`config.mk`:
```
export PLATFORM = sky130hd
export DESIGN_NAME = crc_serial_engine
export DESIGN_NICKNAME = d
export VERILOG_FILES = /design/src/rtl/crc_serial_pkg.sv /design/src/rtl/crc_poly_rom.sv /design/src/rtl/crc_div_core.sv /design/src/rtl/crc_frame_ctrl.sv /design/src/rtl/crc_serial_engine.sv
export SDC_FILE = /design/constraint.sdc
export NUM_CORES = 1
export LEC_CHECK = 0
export BUFFER_PORTS_ARGS = -buffer_cell sky130_fd_sc_hd__clkbuf_2
export CAP_MARGIN = 25
export CORE_MARGIN = 10
export CORE_UTILIZATION = 45
export CTS_BUF_LIST = sky130_fd_sc_hd__clkbuf_4
export CTS_CLUSTER_SIZE = 12
export DETAILED_ROUTE_END_ITERATION = 8
export PLACE_DENSITY = 0.67
export SLEW_MARGIN = 20
export SYNTH_ARGS = -nofsm -noshare
export SYNTH_HDL_FRONTEND = slang
export SYNTH_SLANG_ARGS = --single-unit
```
`constraint.sdc`:
```
create_clock -name clk -period 4.1 [get_ports clk]
set_input_delay 0.205 -clock clk [delete_from_list [all_inputs] [get_ports clk]]
set_output_delay 0.205 -clock clk [all_outputs]
set_load 0.005 [all_outputs]
```
`src/rtl/crc_serial_pkg.sv`:
```
package crc_serial_pkg;

    localparam int CRC_W = 32;
    localparam int DEG_W = 6;

    typedef enum logic [1:0] {
        POLY_C12   = 2'd0,
        POLY_C16   = 2'd1,
        POLY_CCITT = 2'd2,
        POLY_C32   = 2'd3
    } poly_id_e;

    typedef enum logic {
        MODE_GEN = 1'b0,
        MODE_CHK = 1'b1
    } crc_mode_e;

    typedef enum logic [1:0] {
        ST_IDLE = 2'd0,
        ST_RUN  = 2'd1,
        ST_EMIT = 2'd2
    } ctrl_state_e;

    // taps: polynomial without its top term; keep: low-r mask
    typedef struct packed {
        logic [CRC_W-1:0] taps;
        logic [CRC_W-1:0] keep;
        logic [DEG_W-1:0] degree;
    } poly_info_t;

    typedef struct packed {
        logic clear;
        logic step;
        logic shift;
        logic din;
    } core_cmd_t;

    function automatic logic [CRC_W-1:0] low_mask(input logic [DEG_W-1:0] deg);
        logic [CRC_W:0] one;
        logic [CRC_W:0] full;
        one  = (CRC_W+1)'(1);
        full = (one << deg) - one;
        return full[CRC_W-1:0];
    endfunction

    function automatic poly_info_t poly_lookup(input poly_id_e id);
        poly_info_t p;
        case (id)
            POLY_C12: begin
                p.taps   = CRC_W'(32'h0000_080F);
                p.degree = DEG_W'(12);
            end
            POLY_C16: begin
                p.taps   = CRC_W'(32'h0000_8005);
                p.degree = DEG_W'(16);
            end
            POLY_CCITT: begin
                p.taps   = CRC_W'(32'h0000_1021);
                p.degree = DEG_W'(16);
            end
            default: begin
                p.taps   = CRC_W'(32'h04C1_1DB7);
                p.degree = DEG_W'(32);
            end
        endcase
        p.keep = low_mask(p.degree);
        return p;
    endfunction

endpackage

```
`src/rtl/crc_poly_rom.sv`:
```
module crc_poly_rom
    import crc_serial_pkg::*;
(
    input  poly_id_e   sel,
    output poly_info_t info
);
    always_comb begin
        info = poly_lookup(sel);
    end
endmodule

```
`src/rtl/crc_div_core.sv`:
```
module crc_div_core
    import crc_serial_pkg::*;
#(
    parameter int W = CRC_W
) (
    input  logic       clk,
    input  logic       rst,
    input  core_cmd_t  cmd,
    input  poly_info_t info,
    output logic       msb,
    output logic       step_zero
);
    logic [W-1:0] rem_q;
    logic [W-1:0] step_nxt;
    logic [W-1:0] shift_nxt;
    logic [W-1:0] top_sel;
    logic         fb;

    // one-hot marker of bit r-1 within the live window
    assign top_sel = info.keep[W-1:0] ^ (info.keep[W-1:0] >> 1);
    assign msb     = |(rem_q & top_sel);
    assign fb      = msb ^ cmd.din;

    for (genvar i = 0; i < W; i++) begin : g_bit
        if (i == 0) begin : g_lsb
            assign step_nxt[i]  = fb & info.taps[i] & info.keep[i];
            assign shift_nxt[i] = 1'b0;
        end else begin : g_up
            assign step_nxt[i]  = (rem_q[i-1] ^ (fb & info.taps[i])) & info.keep[i];
            assign shift_nxt[i] = rem_q[i-1] & info.keep[i];
        end
    end

    assign step_zero = ~|step_nxt;

    always_ff @(posedge clk) begin
        if (rst || cmd.clear) begin
            rem_q <= '0;
        end else if (cmd.step) begin
            rem_q <= step_nxt;
        end else if (cmd.shift) begin
            rem_q <= shift_nxt;
        end
    end
endmodule

```
`src/rtl/crc_frame_ctrl.sv`:
```
module crc_frame_ctrl
    import crc_serial_pkg::*;
(
    input  logic             clk,
    input  logic             rst,
    input  logic             start,
    input  crc_mode_e        mode,
    input  poly_id_e         poly_sel,
    input  logic             bit_valid,
    input  logic             bit_in,
    input  logic             last,
    input  logic [DEG_W-1:0] degree,
    input  logic             step_zero,
    output poly_id_e         sel_q,
    output core_cmd_t        cmd,
    output logic             fcs_valid,
    output logic             crc_ok
);
    ctrl_state_e      state_q;
    crc_mode_e        mode_q;
    logic [DEG_W-1:0] cnt_q;
    logic             final_bit;

    assign final_bit = (state_q == ST_RUN) && bit_valid && last;

    always_comb begin
        cmd.clear = start;
        cmd.step  = !start && (state_q == ST_RUN) && bit_valid;
        cmd.shift = !start && (state_q == ST_EMIT);
        cmd.din   = bit_in;
    end

    assign fcs_valid = (state_q == ST_EMIT);

    always_ff @(posedge clk) begin
        if (rst) begin
            state_q <= ST_IDLE;
            mode_q  <= MODE_GEN;
            sel_q   <= POLY_C12;
            cnt_q   <= '0;
            crc_ok  <= 1'b0;
        end else if (start) begin
            state_q <= ST_RUN;
            mode_q  <= mode;
            sel_q   <= poly_sel;
            cnt_q   <= '0;
            crc_ok  <= 1'b0;
        end else begin
            case (state_q)
                ST_RUN: begin
                    if (final_bit) begin
                        if (mode_q == MODE_CHK) begin
                            crc_ok  <= step_zero;
                            state_q <= ST_IDLE;
                        end else begin
                            cnt_q   <= degree - DEG_W'(1);
                            state_q <= ST_EMIT;
                        end
                    end
                end
                ST_EMIT: begin
                    if (cnt_q == '0) begin
                        state_q <= ST_IDLE;
                    end else begin
                        cnt_q <= cnt_q - DEG_W'(1);
                    end
                end
                default: state_q <= ST_IDLE;
            endcase
        end
    end
endmodule

```
`src/rtl/crc_serial_engine.sv`:
```
module crc_serial_engine
    import crc_serial_pkg::*;
(
    input  logic       clk,
    input  logic       rst,
    input  logic       start,
    input  logic       mode,
    input  logic [1:0] poly_sel,
    input  logic       bit_valid,
    input  logic       bit_in,
    input  logic       last,
    output logic       fcs_bit,
    output logic       fcs_valid,
    output logic       crc_ok
);
    poly_id_e   sel_q;
    poly_info_t info;
    core_cmd_t  cmd;
    logic       core_msb;
    logic       core_zero;

    crc_poly_rom u_rom (
        .sel  (sel_q),
        .info (info)
    );

    crc_frame_ctrl u_ctrl (
        .clk       (clk),
        .rst       (rst),
        .start     (start),
        .mode      (crc_mode_e'(mode)),
        .poly_sel  (poly_id_e'(poly_sel)),
        .bit_valid (bit_valid),
        .bit_in    (bit_in),
        .last      (last),
        .degree    (info.degree),
        .step_zero (core_zero),
        .sel_q     (sel_q),
        .cmd       (cmd),
        .fcs_valid (fcs_valid),
        .crc_ok    (crc_ok)
    );

    crc_div_core #(.W(CRC_W)) u_core (
        .clk       (clk),
        .rst       (rst),
        .cmd       (cmd),
        .info      (info),
        .msb       (core_msb),
        .step_zero (core_zero)
    );

    assign fcs_bit = fcs_valid & core_msb;
endmodule

```
==> results.py <==
metrics = {
    "status": {
        "status": "complete, no violations",
    },
    "critical_path": {
        "critPathKind": "reg2reg",
        "worstPathMaxFanout": 19,
        "r2r_cells": 11,
        "crit_required_ns": 4.32,
        "cp.arrival_ns": 3.47,
        "worstReg2RegStart": "u_ctrl.sel_q[1]",
        "r2r_slack_ns": 0.86,
        "cp-start-kind": "flip-flop",
        "end_kind": "flip-flop",
        "reg2reg_to": "u_core.rem_q[23]",
    },
    "placed_design": {
        "gp_congestion": 0.9370,
        "port_buffers": 11,
        "dp_slack_ns": 0.8977,
        "dpl.hpwl_um": 4231,
    },
    "layout": {
        "register_area_um2": 880.8,
        "drive_above_1_share_pct": 8.951,
        "final_nets": 341,
        "syn_to_final_growth_pct": 4.941,
        "fin_util_pct": 48.56,
        "multiInputGateArea_mm2": 0.001526,
        "antenna_cells": 0,
        "fillCellCount": 584,
    },
    "min_path": {
        "hold_start": "rst",
        "hp-class": "in2reg",
        "min_path_cells": 2,
        "whs_endpoint": "u_ctrl.mode_q",
    },
    "synthesis": {
        "avgSynthCellArea_um2": 7.865,
        "synth_nets": 340,
        "synth_flop_cell": "dfxtp_1",
        "netlist_instances": 322,
        "yosysTopAreaCellShare_pct": 34.78,
        "synth_cell_types": 50,
        "synth_edf_count": 0,
        "synthArstFlopShare_pct": 0,
        "ys_warn_count": 0,
        "seq_area_frac_synth_pct": 34.78,
        "synthTopCellsByArea": "dfxtp_1, nor2_1, a21oi_1",
        "synth_top_area_cell": "dfxtp_1",
        "synth.cell_area_mm2": 0.002532,
        "ys_ff_latch": 44,
    },
    "cts": {
        "cts_resized": 0,
        "clk_latency_ns": 0.36,
        "cts.clk_slew.worst_paths_ns": 0.12,
        "clockBufferDepth": 2,
        "postCtsHoldBufs": 0,
        "cts_setup_buffers": 0,
        "h-tree-depth": 2,
        "clock_sinks": 44,
        "cts_made_buffers": 5,
        "cts-root-buf": "clkbuf_4",
        "cts_tree": "built",
    },
    "timing": {
        "max_slew_margin_pct": 50.84,
        "period_share_pct": 79.09,
        "worst_slew_pin_slew_ns": 0.7374,
        "slew_viol_final": 0,
        "max_freq_mhz": 308.4,
        "grt_setup_unrepaired": "false",
        "hold_viol_final": 0,
        "clock-skew-final_ns": 0.01374,
        "period_minus_slack_ns": 3.243,
        "finalWorstSetupSlack_ns": 0.8572,
        "final-setup-viol-count": 0,
        "fin_setup_tns_ns": 0,
    },
    "detailed_routing": {
        "drt_wl_total_um": 5996,
        "antenna_left": 0,
        "vias": 2284,
        "wl_per_cell_um": 15.14,
        "drc_errors": 0,
        "dr.first_iter.drc_count": 169,
        "vias_per_cell": 5.768,
        "first_pass_iters": 4,
    },
    "floorplan": {
        "chipWidth_um": 95.02,
        "core_mm2": 0.005473,
        "start_util_pct": 46.27,
        "dieArea_mm2": 0.009028,
        "die-height_um": 95.02,
        "rows": 27,
        "ioPinCount": 12,
    },
    "grt": {
        "grt_max_degree": 39,
        "grt_use_total_pct": 13.75,
        "grt_pass1_wl_um": 10150,
        "grt-ovfl-total": 0,
        "first_global_vias": 2068,
        "antenna_found_initial": 0,
    },
    "power": {
        "peakVddDrop_mv": 0.1470,
        "leakagePower_nw": 0.9237,
        "p_per_area_mw_per_mm2": 273.5,
    },
    "flow_run": {
        "maxCapViolations": 0,
    },
}
[cell usage after synthesis (2+ instances only)]
master	n
nand2_1	33
clkbuf_1	13
nor4_1	5
a211oi_1	3
ha_1	9
nand2b_1	2
o2111ai_1	2
and3_1	2
o21a_1	2
o21ai_0	9
a31oi_1	4
buf_6	3
nor2_1	43
a22oi_1	12
o211a_1	2
or2_2	3
and2_1	2
o211ai_1	2
a2bb2oi_1	3
nor3_1	8
inv_1	7
a21oi_1	27
or3_1	2
nand3_1	20
mux2i_1	5
xnor2_1	12
dfxtp_1	44
xor2_1	8
buf_2	3
nand4_1	6
o31ai_1	2
nand3b_1	3
nor2b_1	4
[metrics by stage]
step           cell area, um2  std cells  total power, mW  hold WS (ns)
6_report                 2658        396           0.7269       0.08546
5_1_grt                  2658        396           0.7631       0.07811
4_1_cts                  2658        396           0.7351       0.06972
3_5_place_dp             2601        388           0.5223        0.4560
3_3_place_gp             2601        388           0.5213        0.4431
2_1_floorplan            2532        322           0.5018        0.2774
[worst max-delay path, stage by stage, from the launching register on]
cell and delay (ns):
dfxtp_1 0.44, ha_1 0.18, buf_4 0.25, inv_1 0.11
ha_1 0.29, a21o_1 0.21, a221o_1 0.45, or3_1 0.51
nand3_1 0.26, xor2_1 0.19, a2bb2oi_1 0.17, nor2_1 0.05
[cell families after synthesis]
family / synth area share [%]
AO/OA/AOI/OAI: 21.20
XOR/XNOR: 6.917
buffers and inverters: 5.039
flip-flops: 34.78
adder cells (fa/ha/maj): 4.447
AND/OR/NAND/NOR: 25.64
multiplexers: 1.976
[cell usage in the layout (no fill, tap or decap), types with 9 or more instances in the layout]
cell	count
clkbuf_2	11
a22oi_1	12
nand2_1	33
nor2_1	42
ha_1	9
a21oi_1	27
nand3_1	20
xnor2_1	12
o21ai_0	9
dfxtp_1	44
[how the worst max path moves through the flow]
| stage | cells after the start | end | startpoint | slack [ns] |
|---|---|---|---|---|
| 2_1_floorplan | 14 | u_ctrl.crc_ok | u_ctrl.sel_q[1] | 1.26 |
| 4_1_cts | 11 | u_core.rem_q[23] | u_ctrl.sel_q[1] | 0.87 |
| 3_5_place_dp | 11 | u_core.rem_q[23] | u_ctrl.sel_q[1] | 0.90 |
| 5_1_grt | 11 | u_core.rem_q[16] | u_ctrl.sel_q[1] | 0.65 |
| 3_3_place_gp | 11 | u_core.rem_q[26] | u_ctrl.sel_q[1] | 1.00 |
| 6_report | 11 | u_core.rem_q[23] | u_ctrl.sel_q[1] | 0.86 |
[registers in the layout, summed over array words and instances, names as in the netlist]
name	flops
u_core.rem_q	32
u_ctrl.cnt_q	6
u_ctrl.sel_q	2
u_ctrl.state_q	2
u_ctrl.crc_ok	1
u_ctrl.mode_q	1
[power by group]
group	leakage (nW)	internal (mW)	switching [mW]	total [mW]
Clock	0.0338	0.0794	0.134	0.214
Sequential	0.355	0.431	0.00363	0.435
Combinational	0.535	0.0259	0.0525	0.0784
[routing by layer]
| layer | vias to the layer above | share of wire (%) | global-route usage, % |
|---|---|---|---|
| met5 | - | 0 | 0 |
| met4 | 0 | 1.5 | 4.613 |
| met3 | 9 | 4.8 | 2.907 |
| met2 | 42 | 46 | 21.34 |
| met1 | 1078 | 48 | 18.53 |
| li1 | 1155 | - | - |
[final cells by class]
cell class,count,area share [%]
multi-input combinational,251,57.44
clock inverter,1,0.1412
clock buffer,7,1.977
tap,72,3.390
sequential,44,33.15
timing repair buffer,14,2.919
inverter,7,0.9887
No activity file was read; power rests on OpenSTA's default activity.
